===== config.mk =====
export PLATFORM = sky130hd
export DESIGN_NAME = softAttenZd
export DESIGN_NICKNAME = d
export VERILOG_FILES = /design/src/rtl/attenPkg.sv /design/src/rtl/gainRamp.sv /design/src/rtl/zeroWatch.sv /design/src/rtl/attenCtrl.sv /design/src/rtl/attenPath.sv /design/src/rtl/softAttenZd.sv
export SDC_FILE = /design/constraint.sdc
export NUM_CORES = 2
export LEC_CHECK = 0
export ABC_AREA = 1
export BUFFER_PORTS_ARGS = -buffer_cell sky130_fd_sc_hd__buf_4
export CAP_MARGIN = 20
export CELL_PAD_IN_SITES_DETAIL_PLACEMENT = 1
export CELL_PAD_IN_SITES_GLOBAL_PLACEMENT = 1
export CORE_UTILIZATION = 45
export DETAILED_ROUTE_END_ITERATION = 10
export PLACE_DENSITY = 0.91
export SLEW_MARGIN = 5
export SYNTH_ARGS = -nofsm -noshare
export SYNTH_HDL_FRONTEND = slang
export SYNTH_SLANG_ARGS = --single-unit

===== constraint.sdc =====
create_clock -name clk -period 7.7 [get_ports clk]
set_input_delay 0.77 -clock clk [delete_from_list [all_inputs] [get_ports clk]]
set_output_delay 0.77 -clock clk [all_outputs]
set_load 0.02 [all_outputs]

===== src/rtl/attenPkg.sv =====
package attenPkg;

  // Strobes and selects handed from the control half to the datapath half.
  typedef struct packed {
    logic load;        // a new stereo pair is being accepted
    logic monoOn;      // copy one source to both lanes
    logic pickLeft;    // mono source: 1 left, 0 right
    logic forceLeft;   // left lane's source channel is flagged silent
    logic forceRight;  // right lane's source channel is flagged silent
  } pathCtl_t;

endpackage


===== src/rtl/gainRamp.sv =====
module gainRamp #(
  parameter int GAIN_W = 9
) (
  input  logic              clk,
  input  logic              rstN,
  input  logic              stepNow,
  input  logic [GAIN_W-1:0] target,
  output logic [GAIN_W-1:0] gain
);

  localparam logic [GAIN_W-1:0] UNITY = GAIN_W'(1) << (GAIN_W - 1);

  always_ff @(posedge clk or negedge rstN) begin
    if (!rstN) begin
      gain <= UNITY;
    end else if (stepNow) begin
      if (gain < target) begin
        gain <= gain + GAIN_W'(1);
      end else if (gain > target) begin
        gain <= gain - GAIN_W'(1);
      end
    end
  end


  gain_moves_on_step_chk: assert property (@(posedge clk) disable iff (!rstN)
    (gain != $past(gain)) |-> $past(stepNow));


  gain_unit_step_chk: assert property (@(posedge clk) disable iff (!rstN)
    (gain != $past(gain)) |-> ((gain == $past(gain) + GAIN_W'(1)) || (gain == $past(gain) - GAIN_W'(1))));


  gain_in_range_chk: assert property (@(posedge clk) disable iff (!rstN)
    gain <= UNITY);

endmodule


===== src/rtl/zeroWatch.sv =====
module zeroWatch #(
  parameter int DATA_W   = 24,
  parameter int ZERO_LEN = 8192,
  parameter int LSB_IGN  = 4
) (
  input  logic              clk,
  input  logic              rstN,
  input  logic              take,
  input  logic [DATA_W-1:0] sample,
  input  logic              enable,
  output logic              flag
);

  localparam int CNT_W = $clog2(ZERO_LEN + 1);
  localparam int UP_W  = DATA_W - LSB_IGN;

  logic [DATA_W-1:0] prevSample;
  logic [CNT_W-1:0]  quietCnt;
  logic [UP_W-1:0]   upperBits;
  logic              uniformUpper;
  logic              quiet;
  logic              full;

  assign upperBits    = sample[DATA_W-1:LSB_IGN];
  assign uniformUpper = (&upperBits) || (~|upperBits);
  assign quiet        = uniformUpper && (sample == prevSample);
  assign full         = (quietCnt == CNT_W'(ZERO_LEN));

  always_ff @(posedge clk or negedge rstN) begin
    if (!rstN) begin
      prevSample <= '0;
      quietCnt   <= '0;
    end else if (take) begin
      prevSample <= sample;
      if (!quiet) begin
        quietCnt <= '0;
      end else if (!full) begin
        quietCnt <= quietCnt + CNT_W'(1);
      end
    end
  end

  assign flag = enable && full;


  count_changes_on_take_chk: assert property (@(posedge clk) disable iff (!rstN)
    (quietCnt != $past(quietCnt)) |-> $past(take));


  count_climbs_or_clears_chk: assert property (@(posedge clk) disable iff (!rstN)
    (quietCnt != $past(quietCnt)) |-> ((quietCnt == '0) || (quietCnt == $past(quietCnt) + CNT_W'(1))));


  count_bounded_chk: assert property (@(posedge clk) disable iff (!rstN)
    quietCnt <= CNT_W'(ZERO_LEN));

endmodule


===== src/rtl/attenCtrl.sv =====
module attenCtrl
  import attenPkg::*;
#(
  parameter int DATA_W   = 24,
  parameter int CODE_W   = 8,
  parameter int STEP_DIV = 4,
  parameter int ZERO_LEN = 8192,
  parameter int LSB_IGN  = 4,
  localparam int GAIN_W  = CODE_W + 1
) (
  input  logic              clk,
  input  logic              rstN,
  input  logic              sampleValid,
  input  logic [DATA_W-1:0] inLeft,
  input  logic [DATA_W-1:0] inRight,
  input  logic [CODE_W-1:0] attenLeft,
  input  logic [CODE_W-1:0] attenRight,
  input  logic              attenIndiv,
  input  logic              muteOn,
  input  logic              zeroDetEnN,
  input  logic              monoOn,
  input  logic              monoPickLeft,
  output pathCtl_t          pathCtl,
  output logic [GAIN_W-1:0] gainLeft,
  output logic [GAIN_W-1:0] gainRight,
  output logic              zeroLeft,
  output logic              zeroRight,
  output logic              zeroBoth
);

  localparam logic [GAIN_W-1:0] UNITY = GAIN_W'(1) << (GAIN_W - 1);
  localparam int DIV_W = (STEP_DIV > 1) ? $clog2(STEP_DIV) : 1;

  function automatic logic [GAIN_W-1:0] codeToGain(input logic [CODE_W-1:0] code);
    if (code == '0) begin
      return UNITY;
    end
    return GAIN_W'({CODE_W{1'b1}}) - GAIN_W'(code);
  endfunction

  // Ramp pacing: one gain step every STEP_DIV accepted samples.
  logic stepNow;

  generate
    if (STEP_DIV > 1) begin : g_div
      logic [DIV_W-1:0] stepCnt;
      always_ff @(posedge clk or negedge rstN) begin
        if (!rstN) begin
          stepCnt <= '0;
        end else if (sampleValid) begin
          stepCnt <= (stepCnt == DIV_W'(STEP_DIV - 1)) ? '0 : stepCnt + DIV_W'(1);
        end
      end
      assign stepNow = sampleValid && (stepCnt == DIV_W'(STEP_DIV - 1));
    end else begin : g_nodiv
      assign stepNow = sampleValid;
    end
  endgenerate

  logic [CODE_W-1:0] codeSel [2];
  logic [GAIN_W-1:0] target  [2];
  logic [GAIN_W-1:0] gain    [2];
  logic [DATA_W-1:0] chIn    [2];
  logic              chZero  [2];

  assign codeSel[0] = attenLeft;
  assign codeSel[1] = attenIndiv ? attenRight : attenLeft;
  assign chIn[0]    = inLeft;
  assign chIn[1]    = inRight;

  generate
    for (genvar ch = 0; ch < 2; ch++) begin : g_chan
      assign target[ch] = muteOn ? '0 : codeToGain(codeSel[ch]);

      gainRamp #(.GAIN_W(GAIN_W)) u_ramp (
        .clk     (clk),
        .rstN    (rstN),
        .stepNow (stepNow),
        .target  (target[ch]),
        .gain    (gain[ch])
      );

      zeroWatch #(.DATA_W(DATA_W), .ZERO_LEN(ZERO_LEN), .LSB_IGN(LSB_IGN)) u_watch (
        .clk    (clk),
        .rstN   (rstN),
        .take   (sampleValid),
        .sample (chIn[ch]),
        .enable (!zeroDetEnN),
        .flag   (chZero[ch])
      );
    end
  endgenerate

  assign gainLeft  = gain[0];
  assign gainRight = gain[1];
  assign zeroLeft  = chZero[0];
  assign zeroRight = chZero[1];
  assign zeroBoth  = chZero[0] && chZero[1];

  logic pickedZero;
  assign pickedZero = monoPickLeft ? chZero[0] : chZero[1];

  always_comb begin
    pathCtl            = '0;
    pathCtl.load       = sampleValid;
    pathCtl.monoOn     = monoOn;
    pathCtl.pickLeft   = monoPickLeft;
    pathCtl.forceLeft  = monoOn ? pickedZero : chZero[0];
    pathCtl.forceRight = monoOn ? pickedZero : chZero[1];
  end


  common_gain_lockstep_chk: assert property (@(posedge clk) disable iff (!rstN)
    (!attenIndiv && !$past(attenIndiv) && $past(gainLeft == gainRight)) |-> (gainLeft == gainRight));


  disabled_no_flags_chk: assert property (@(posedge clk) disable iff (!rstN)
    zeroDetEnN |-> !(zeroLeft || zeroRight || zeroBoth));

endmodule


===== src/rtl/attenPath.sv =====
module attenPath
  import attenPkg::*;
#(
  parameter int DATA_W = 24,
  parameter int GAIN_W = 9
) (
  input  logic              clk,
  input  logic              rstN,
  input  pathCtl_t          pathCtl,
  input  logic [DATA_W-1:0] inLeft,
  input  logic [DATA_W-1:0] inRight,
  input  logic [GAIN_W-1:0] gainLeft,
  input  logic [GAIN_W-1:0] gainRight,
  output logic              outValid,
  output logic [DATA_W-1:0] outLeft,
  output logic [DATA_W-1:0] outRight
);

  localparam int FRAC   = GAIN_W - 1;
  localparam int PROD_W = DATA_W + GAIN_W + 1;
  localparam logic signed [PROD_W-1:0] BIAS = PROD_W'((1 << FRAC) - 1);
  localparam logic [GAIN_W-1:0] UNITY = GAIN_W'(1) << FRAC;

  logic [DATA_W-1:0] picked;
  logic [DATA_W-1:0] src     [2];
  logic [GAIN_W-1:0] laneGain[2];
  logic              laneZero[2];
  logic [DATA_W-1:0] held    [2];
  logic [DATA_W-1:0] shown   [2];

  assign picked      = pathCtl.pickLeft ? inLeft : inRight;
  assign src[0]      = pathCtl.monoOn ? picked : inLeft;
  assign src[1]      = pathCtl.monoOn ? picked : inRight;
  assign laneGain[0] = gainLeft;
  assign laneGain[1] = gainRight;
  assign laneZero[0] = pathCtl.forceLeft;
  assign laneZero[1] = pathCtl.forceRight;

  generate
    for (genvar ln = 0; ln < 2; ln++) begin : g_lane
      logic signed [PROD_W-1:0] srcExt;
      logic signed [PROD_W-1:0] gainExt;
      logic signed [PROD_W-1:0] prod;
      logic signed [PROD_W-1:0] adj;
      logic signed [PROD_W-1:0] shifted;

      always_comb begin
        srcExt  = PROD_W'($signed(src[ln]));
        gainExt = $signed(PROD_W'({1'b0, laneGain[ln]}));
        prod    = srcExt * gainExt;
        // Negative products are biased up so the shift rounds toward zero.
        adj     = prod + (prod[PROD_W-1] ? BIAS : '0);
        shifted = adj >>> FRAC;
      end

      always_ff @(posedge clk or negedge rstN) begin
        if (!rstN) begin
          held[ln] <= '0;
        end else if (pathCtl.load) begin
          held[ln] <= shifted[DATA_W-1:0];
        end
      end

      assign shown[ln] = laneZero[ln] ? '0 : held[ln];
    end
  endgenerate

  always_ff @(posedge clk or negedge rstN) begin
    if (!rstN) begin
      outValid <= 1'b0;
    end else begin
      outValid <= pathCtl.load;
    end
  end

  assign outLeft  = shown[0];
  assign outRight = shown[1];


  hold_between_loads_chk: assert property (@(posedge clk) disable iff (!rstN)
    !$past(pathCtl.load) |-> ($stable(held[0]) && $stable(held[1])));


  unity_passthrough_chk: assert property (@(posedge clk) disable iff (!rstN)
    (pathCtl.load && !pathCtl.monoOn && gainLeft == UNITY) |=> (held[0] == $past(inLeft)));


  mono_lanes_match_chk: assert property (@(posedge clk) disable iff (!rstN)
    (pathCtl.load && pathCtl.monoOn && gainLeft == gainRight) |=> (held[0] == held[1]));


  silent_gain_zero_chk: assert property (@(posedge clk) disable iff (!rstN)
    (pathCtl.load && gainRight == '0) |=> (held[1] == '0));

endmodule


===== src/rtl/softAttenZd.sv =====
module softAttenZd
  import attenPkg::*;
#(
  parameter int DATA_W   = 24,
  parameter int CODE_W   = 8,
  parameter int STEP_DIV = 4,
  parameter int ZERO_LEN = 8192,
  parameter int LSB_IGN  = 4
) (
  input  logic              clk,
  input  logic              rstN,
  input  logic              sampleValid,
  input  logic [DATA_W-1:0] inLeft,
  input  logic [DATA_W-1:0] inRight,
  input  logic [CODE_W-1:0] attenLeft,
  input  logic [CODE_W-1:0] attenRight,
  input  logic              attenIndiv,
  input  logic              muteOn,
  input  logic              zeroDetEnN,
  input  logic              monoOn,
  input  logic              monoPickLeft,
  output logic              outValid,
  output logic [DATA_W-1:0] outLeft,
  output logic [DATA_W-1:0] outRight,
  output logic              zeroLeft,
  output logic              zeroRight,
  output logic              zeroBoth
);

  localparam int GAIN_W = CODE_W + 1;

  pathCtl_t          pathCtl;
  logic [GAIN_W-1:0] gainLeft;
  logic [GAIN_W-1:0] gainRight;

  attenCtrl #(
    .DATA_W   (DATA_W),
    .CODE_W   (CODE_W),
    .STEP_DIV (STEP_DIV),
    .ZERO_LEN (ZERO_LEN),
    .LSB_IGN  (LSB_IGN)
  ) u_ctrl (
    .clk          (clk),
    .rstN         (rstN),
    .sampleValid  (sampleValid),
    .inLeft       (inLeft),
    .inRight      (inRight),
    .attenLeft    (attenLeft),
    .attenRight   (attenRight),
    .attenIndiv   (attenIndiv),
    .muteOn       (muteOn),
    .zeroDetEnN   (zeroDetEnN),
    .monoOn       (monoOn),
    .monoPickLeft (monoPickLeft),
    .pathCtl      (pathCtl),
    .gainLeft     (gainLeft),
    .gainRight    (gainRight),
    .zeroLeft     (zeroLeft),
    .zeroRight    (zeroRight),
    .zeroBoth     (zeroBoth)
  );

  attenPath #(
    .DATA_W (DATA_W),
    .GAIN_W (GAIN_W)
  ) u_path (
    .clk       (clk),
    .rstN      (rstN),
    .pathCtl   (pathCtl),
    .inLeft    (inLeft),
    .inRight   (inRight),
    .gainLeft  (gainLeft),
    .gainRight (gainRight),
    .outValid  (outValid),
    .outLeft   (outLeft),
    .outRight  (outRight)
  );


  both_flag_consistent_chk: assert property (@(posedge clk) disable iff (!rstN)
    zeroBoth |-> (zeroLeft && zeroRight));


  reset_idle_chk: assert property (@(posedge clk) disable iff (!rstN)
    $rose(rstN) |-> (!outValid && outLeft == '0 && outRight == '0));

endmodule


# --- After elaboration in Yosys (flattened, before gate mapping) ---
# Index checks and enable logic that the tools add are counted.
word_totals:
  register_bits: 145
  input_bits: 72
  output_inout_bits: 52
op_classes:
  add_sub_neg: 11
  multipliers: 2
  magnitude_cmp: 4
  n_eq_ne: 7
  mux: 28
  n_reduce_logical: 23
op_table:
  columns: ["operator", "n"]
  rows:
  - ["2-to-1 mux 24 bit", 5]
  - ["2-to-1 mux 9 bit", 10]
  - ["multiplier 24 x 10 -> 34 bit", 2]
  - ["adder 32 bit", 2]
  - ["2-to-1 mux 14 bit", 4]
  - ["equality test 24 bit", 2]
  - ["AND reduction 20 bit", 2]
  - ["OR reduction 20 bit", 2]
  - ["adder 14 x 1 -> 14 bit (second input constant)", 2]
  - ["equality test 14 bit (second input constant)", 2]
  - ["2-to-1 mux 8 bit", 3]
  - ["adder 9 x 1 -> 9 bit (second input constant)", 2]
  - ["> comparator 9 bit", 2]
  - ["less-than comparator 9 bit", 2]
  - ["subtractor 8 x 8 -> 9 bit (first input constant)", 2]
  - ["subtractor 9 x 1 -> 9 bit (second input constant)", 2]
  - ["logical NOT 8 bit", 2]
  - ["AND reduction 2 bit", 4]
  - ["logical AND 1 bit", 6]
  - ["2-to-1 mux 1 bit", 5]
  - ["!= test 2 bit (second input constant)", 2]
  - ["nonzero test 2 bit", 2]
  - ["logical NOT 1 bit", 3]
  - ["adder 2 x 1 -> 2 bit (second input constant)", 1]
  - ["3 further kinds", 4]

# --- Longest topological paths before layout ---
logic_depth:
  word_depth: 8
  depth_mapped: 38

# --- Modules after synthesis ---
# A second synthesis with hierarchy kept.
hier_totals:
  cells_unflattened: 4192
  hier_area_um2: 28243.3
modules_own_cells:
  columns: ["mod", "instances", "cells_each", "area_each_um2", "seq_area_each_um2"]
  rows:
  - ["attenPath", 1, 2949, 20329.5, 1226.2]
  - ["zeroWatch", 2, 420, 2645.0, 950.9]
  - ["gainRamp at u_ctrl.g_chan[1].u_ramp", 1, 142, 1037.2, 226.5]
  - ["gainRamp at u_ctrl.g_chan[0].u_ramp", 1, 140, 1019.7, 226.5]
  - ["attenCtrl", 1, 121, 566.8, 50.0]

# --- Worst setup path before layout ---
# Ideal clock, no wire load.
synth_timing:
  path_kind: "in2reg"
  startpoint: "input monoPickLeft"
  endpoint: "register u_path.held[19] (netlist bit)"
  setup_time_ps: 117
  arrival_time_ps: 6297
  required_time_ps: 7583
  path_slack_ps: 1286
  stages: 31
  n_path_buf: 2
  cell_sequence: "buf_4 clkbuf_1 a21oi_1 o21ai_0 o21ai_0 nand2_1 fa_1 inv_1 fa_1 inv_1 fa_1 inv_1 fa_1 inv_1 fa_1 inv_1 ha_1 nand2_1 inv_1 a21oi_1 nand2_2 a21oi_1 xnor2_1 nand2_1 nor2_1 nand2_1 nor2_1 nand3_1 xor2_1 nand2_1 nand2_1"
synth_between:
  elab_chain_len: 5
synth_lines:
  columns: ["element", "line", "rtl"]
  rows:
  - ["start, declared", "softAttenZd.sv:21", "input logic monoPickLeft,"]
  - ["2-to-1 mux 24 bit (*)", "attenPath.sv:31", "assign picked = pathCtl.pickLeft ? inLeft : inRight;"]
  - ["2-to-1 mux 24 bit (*)", "attenPath.sv:33", "assign src[1] = pathCtl.monoOn ? picked : inRight;"]
  - ["multiplier 24 x 10 -> 34 bit (*)", "attenPath.sv:50", "prod = srcExt * gainExt;"]
  - ["2-to-1 mux 8 bit", "attenPath.sv:52", "adj = prod + (prod[PROD_W-1] ? BIAS : '0);"]
  - ["adder 32 bit (*)", "attenPath.sv:52", null]
  - ["end signal, assigned by index", "attenPath.sv:60", "held[ln] <= shifted[DATA_W-1:0];"]
  - ["end, declared", "attenPath.sv:28", "logic [DATA_W-1:0] held [2];"]
# Every way passes the cells marked *; elsewhere a longest branch is shown, timed or not.
# A chain may end at the register's enable or synchronous reset.

# --- Worst setup path in the final report ---
layout_timing:
  startpoint: "input monoOn"
  endpoint: "register u_path.held[16] (netlist bit)"
layout_between:
  elab_chain_len: 4
layout_lines:
  columns: ["element", "line", "rtl"]
  rows:
  - ["start, declared", "softAttenZd.sv:20", "input logic monoOn,"]
  - ["2-to-1 mux 24 bit (*)", "attenPath.sv:33", null]
  - ["multiplier 24 x 10 -> 34 bit (*)", "attenPath.sv:50", null]
  - ["2-to-1 mux 8 bit", "attenPath.sv:52", null]
  - ["adder 32 bit (*)", "attenPath.sv:52", null]
# Marked as above.

==> impl_metrics.py <==
metrics = {
    "status": {
        "outcome": "finished, final reports clean",
    },
    "global_route": {
        "track_usage_pct": 32.15,
        "grt_first_pass_wirelength_um": 148500,
        "grt_max_degree": 83,
        "antenna_violations_before_repair": 2,
        "vias_in_the_first_global_route": 27710,
        "globalRoute.totalOverflow": 0,
    },
    "timing": {
        "fin_crit_ns": 7.363,
        "clock-skew-final_ns": 0.02284,
        "min_period_over_period_pct": 95.62,
        "setup_viol": 0,
        "timing.final.max_slew_violations": 0,
        "finalHoldViolations": 0,
        "unrepaired_setup_endpoints_after_global_routing": "false",
        "max_freq_ghz": 0.1358,
        "maxSlewHeadroom_pct": 25.41,
        "worst_pin_slew_ns": 1.119,
    },
    "floorplan": {
        "dieArea_um2": 59250,
        "start_util_pct": 45.46,
        "chipWidth_um": 243.4,
        "floorplan.rows": 88,
        "floorplan_core_area_um2": 57700,
        "io_pins": 124,
        "height_of_the_chip_um": 243.4,
    },
    "setup_path": {
        "setup.reg_to_reg.worst_slack_ns": 0.60,
        "crit_path_start_kind": "input pin",
        "critical-path-max-stage-delay_ns": 0.53,
        "crit_buf_inv": 8,
        "cp.arrival_ns": 7.70,
        "crit_path_max_fanout": 25,
        "critical_path_cell_with_the_highest_stage_delay": "sky130_fd_sc_hd__fa_1",
        "required_ns": 8.04,
        "setup.worst_path.class": "in -> reg",
        "reg2regPathDepth": 25,
        "worst_path_most_repeated_cell": "sky130_fd_sc_hd__inv_1",
        "endpoint_kind": "flop",
        "crit_family": "adder cells",
        "timing.rr.start": "u_ctrl.g_chan[1].u_ramp.gain[1]$_DFFE_PN0P_",
        "r2r_endpoint": "u_path.held[13]$_DFFE_PN0P_",
    },
    "cts": {
        "cts.path.max_buffers": 2,
        "cts-root-buf": "sky130_fd_sc_hd__clkbuf_16",
        "ctsHoldBuffers": 0,
        "cts_setup_buffers": 0,
        "worst_setup_hold_path_clk_slew_ns": 0.07,
        "clock_tree_from_tritoncts": "yes",
        "ctsResizeCount": 0,
        "clock_latency_ns": 0.51,
        "htree_levels": 4,
        "clock_sinks": 145,
        "clock_buffer_count_from_cts": 17,
    },
    "detailed_routing": {
        "detail_route.drc_violations": 0,
        "post_drt_wl_per_cell_um": 20.38,
        "dr_total_vias": 25150,
        "detail_route_antenna_nets": 0,
        "drt_wl_total_um": 92950,
        "avgViaCountPerCell": 5.514,
        "detailedRoute.firstPassIterationCount": 7,
        "dr.first_iter.drc_count": 1591,
    },
    "final_layout": {
        "flow.area_growth_from_synthesis_pct": 10.83,
        "final_net_count": 4395,
        "postLayoutCellArea_um2": 29070,
        "final_layout_size_suffix_gt1_share_pct": 8.538,
    },
    "yosys": {
        "synth-seq-cells": 145,
        "synth_edf_count": 0,
        "synth.lib_cells_used.distinct": 55,
        "synthesis.area_um2": 26230,
        "synthDominantAreaCellType": "sky130_fd_sc_hd__fa_1",
        "synth.yosys.warnings": 0,
        "synthFlopType": "sky130_fd_sc_hd__dfrtp_1",
        "netlist_instances": 3640,
        "synthDominantCellAreaShare_pct": 27.33,
        "synth_nets": 4253,
        "syn-mean-instance-area_um2": 7.205,
        "synth.area.top_cells": "sky130_fd_sc_hd__fa_1 (27%), sky130_fd_sc_hd__dfrtp_1 (14%), sky130_fd_sc_hd__inv_1 (11%)",
        "synth.yosys.seq_area_share_pct": 13.84,
        "synthArstFlopShare_pct": 100.0,
    },
    "place": {
        "port_buffers": 123,
        "dpl-instance-area_um2": 28400,
        "globalplace.congestion": 0.9744,
        "hpwl_um": 77860,
    },
    "hold_path": {
        "worst_hold_path_type": "in -> async",
    },
    "job": {
        "maxCapViolations": 0,
    },
}
flip-flops by register name, indices dropped and copies added, names as in the netlist:
register                          count
u_ctrl.g_chan.u_ramp.gain            18
u_ctrl.g_chan.u_watch.prevSample     48
u_ctrl.g_chan.u_watch.quietCnt       28
u_ctrl.g_div.stepCnt                  2
u_path.held                          48
u_path.outValid                       1
cells in the mapped netlist (2+ instances only):
| master | number |
|---|---|
| sky130_fd_sc_hd__nand3b_1 | 14 |
| sky130_fd_sc_hd__nand2_1 | 780 |
| sky130_fd_sc_hd__nand2_4 | 3 |
| sky130_fd_sc_hd__a21boi_0 | 4 |
| sky130_fd_sc_hd__o21ai_1 | 30 |
| sky130_fd_sc_hd__a21boi_1 | 2 |
| sky130_fd_sc_hd__xnor2_1 | 41 |
| sky130_fd_sc_hd__buf_2 | 7 |
| sky130_fd_sc_hd__a21o_1 | 7 |
| sky130_fd_sc_hd__o21ai_0 | 196 |
| sky130_fd_sc_hd__nor2_2 | 15 |
| sky130_fd_sc_hd__o21a_1 | 3 |
| sky130_fd_sc_hd__clkbuf_1 | 65 |
| sky130_fd_sc_hd__ha_1 | 183 |
| sky130_fd_sc_hd__nor4_1 | 31 |
| sky130_fd_sc_hd__buf_4 | 2 |
| sky130_fd_sc_hd__nand2_2 | 12 |
| sky130_fd_sc_hd__xor2_2 | 5 |
| sky130_fd_sc_hd__nor2_4 | 5 |
| sky130_fd_sc_hd__nand3_2 | 6 |
| sky130_fd_sc_hd__buf_1 | 5 |
| sky130_fd_sc_hd__a21oi_2 | 3 |
| sky130_fd_sc_hd__o21bai_1 | 7 |
| sky130_fd_sc_hd__mux2i_1 | 2 |
| sky130_fd_sc_hd__nand3_1 | 145 |
| sky130_fd_sc_hd__dfstp_2 | 2 |
| sky130_fd_sc_hd__xor2_1 | 72 |
| sky130_fd_sc_hd__nor3b_1 | 3 |
| sky130_fd_sc_hd__clkinv_1 | 7 |
| sky130_fd_sc_hd__fa_1 | 358 |
| sky130_fd_sc_hd__inv_2 | 15 |
| sky130_fd_sc_hd__nor3_1 | 32 |
| sky130_fd_sc_hd__or2_2 | 5 |
| sky130_fd_sc_hd__nor2_1 | 425 |
| sky130_fd_sc_hd__dfrtp_1 | 143 |
| sky130_fd_sc_hd__a211oi_1 | 2 |
| sky130_fd_sc_hd__nand4_1 | 62 |
| sky130_fd_sc_hd__o31ai_1 | 2 |
| sky130_fd_sc_hd__inv_1 | 799 |
| sky130_fd_sc_hd__o211ai_1 | 4 |
| sky130_fd_sc_hd__nor3_2 | 6 |
| sky130_fd_sc_hd__o22ai_1 | 3 |
| sky130_fd_sc_hd__a21oi_1 | 113 |
| sky130_fd_sc_hd__o21ai_2 | 3 |
cell usage in the layout, fill, tap and decap left out, drive strengths merged:
| cell | count |
|---|---|
| dfstp | 2 |
| nor4 | 31 |
| mux2i | 2 |
| o21a | 3 |
| dfrtp | 143 |
| o211ai | 4 |
| nor2 | 445 |
| inv | 822 |
| nand3 | 151 |
| a21oi | 117 |
| clkinv | 10 |
| nand4 | 63 |
| xor2 | 77 |
| a21boi | 7 |
| buf | 203 |
| o21ai | 229 |
| nand3b | 14 |
| nor3 | 38 |
| nor4b | 1 |
| or4 | 1 |
| a211oi | 2 |
| a21o | 8 |
| ha | 183 |
| o21bai | 7 |
| or2 | 5 |
| o31ai | 2 |
| xnor2 | 42 |
| clkbuf | 17 |
| diode | 1 |
| nor3b | 3 |
| fa | 358 |
| a31o | 1 |
| a31oi | 1 |
| nand2 | 795 |
| o311ai | 1 |
| o22ai | 3 |
| bufinv | 4 |
layer usage:
| metal | part of all wire, % | wire length (um) | vias to the layer above | global-route usage, % |
|---|---|---|---|---|
| li1 | - | - | 11370 | - |
| met1 | 39 | 36040 | 12660 | 37.32 |
| met2 | 51 | 46990 | 845 | 57.22 |
| met3 | 5.6 | 5203 | 271 | 4.649 |
| met4 | 5.0 | 4676 | 4 | 16.76 |
| met5 | 0.033 | 31 | - | 0 |
worst max-delay path by stage:
stage / startpoint / cells after the start / to
5_1_grt: monoOn / 29 / u_path.held[13]$_DFFE_PN0P_
2_1_floorplan: monoPickLeft / 31 / u_path.held[19]$_DFFE_PN0P_
3_5_place_dp: monoOn / 29 / u_path.held[10]$_DFFE_PN0P_
6_report: monoOn / 29 / u_path.held[16]$_DFFE_PN0P_
3_3_place_gp: monoOn / 29 / u_path.held[10]$_DFFE_PN0P_
4_1_cts: monoOn / 29 / u_path.held[10]$_DFFE_PN0P_
cell families (layout without fill, tap and decap cells):
| logic type | Yosys count | in the layout | share of synthesized area (%) |
|---|---|---|---|
| flip-flops | 145 | 145 | 13.84 |
| other | 0 | 1 | 0 |
| XOR/XNOR | 119 | 119 | 4.146 |
| multiplexers | 2 | 2 | 0.07633 |
| adder cells (fa/ha/maj) | 541 | 541 | 36.06 |
| AND/OR/NAND/NOR | 1547 | 1547 | 25.06 |
| AO/OA/AOI/OAI | 385 | 385 | 7.857 |
| buffers and inverters | 901 | 1056 | 12.96 |
worst register-to-register path, cell delays in order, from the launching register on:
cell and delay, ns:
sky130_fd_sc_hd__dfrtp_1 0.85, sky130_fd_sc_hd__inv_1 0.41, sky130_fd_sc_hd__nor2_1 0.28, sky130_fd_sc_hd__inv_1 0.13, sky130_fd_sc_hd__fa_1 0.69, sky130_fd_sc_hd__inv_1 0.13, sky130_fd_sc_hd__fa_1 0.49, sky130_fd_sc_hd__fa_1 0.56
sky130_fd_sc_hd__inv_1 0.06, sky130_fd_sc_hd__fa_1 0.46, sky130_fd_sc_hd__fa_1 0.52, sky130_fd_sc_hd__inv_1 0.05, sky130_fd_sc_hd__ha_1 0.35, sky130_fd_sc_hd__nand2_1 0.07, sky130_fd_sc_hd__nor2_1 0.15, sky130_fd_sc_hd__nand3_1 0.11
sky130_fd_sc_hd__nor3_1 0.21, sky130_fd_sc_hd__a21oi_1 0.15, sky130_fd_sc_hd__nand2_1 0.14, sky130_fd_sc_hd__nand4_2 0.16, sky130_fd_sc_hd__nor2_2 0.23, sky130_fd_sc_hd__nand2_1 0.16, sky130_fd_sc_hd__nor3_2 0.22, sky130_fd_sc_hd__nand3_1 0.11
sky130_fd_sc_hd__nand3_1 0.15, sky130_fd_sc_hd__o21ai_0 0.12
per-stage QoR:
| step | hold WS [ns] | std cells | worst slack [ns] | TNS, ns | utilization (%) |
|---|---|---|---|---|---|
| final | 0.2915 | 4561 | 0.3371 | 0 | 50.38 |
| after global routing | 0.3452 | 4560 | 0.0001954 | 0 | 50.38 |
| after CTS | 0.3203 | 4560 | 0.4384 | 0 | 50.37 |
| after global placement | 0.4589 | 4528 | 0.02706 | 0 | 49.22 |
| after detailed placement | 0.4663 | 4528 | -0.02106 | -0.03005 | 49.22 |
| after floorplan | 0.4459 | 3640 | 1.286 | 0 | - |
final cells by class:
cell class / instances / area [um2]
Multi-Input combinational cell: 2594 / 19210
Inverter: 821 / 3083
Antenna cell: 1 / 2.502
Fill cell: 7472 / 28630
Sequential cell: 145 / 3631
Clock inverter: 15 / 234.0
Timing Repair Buffer: 203 / 1528
Clock buffer: 17 / 425.4
Tap cell: 765 / 957.2
Power is not shown: default switching activity piles up to over one toggle a cycle in this logic, so the estimate is an artifact.
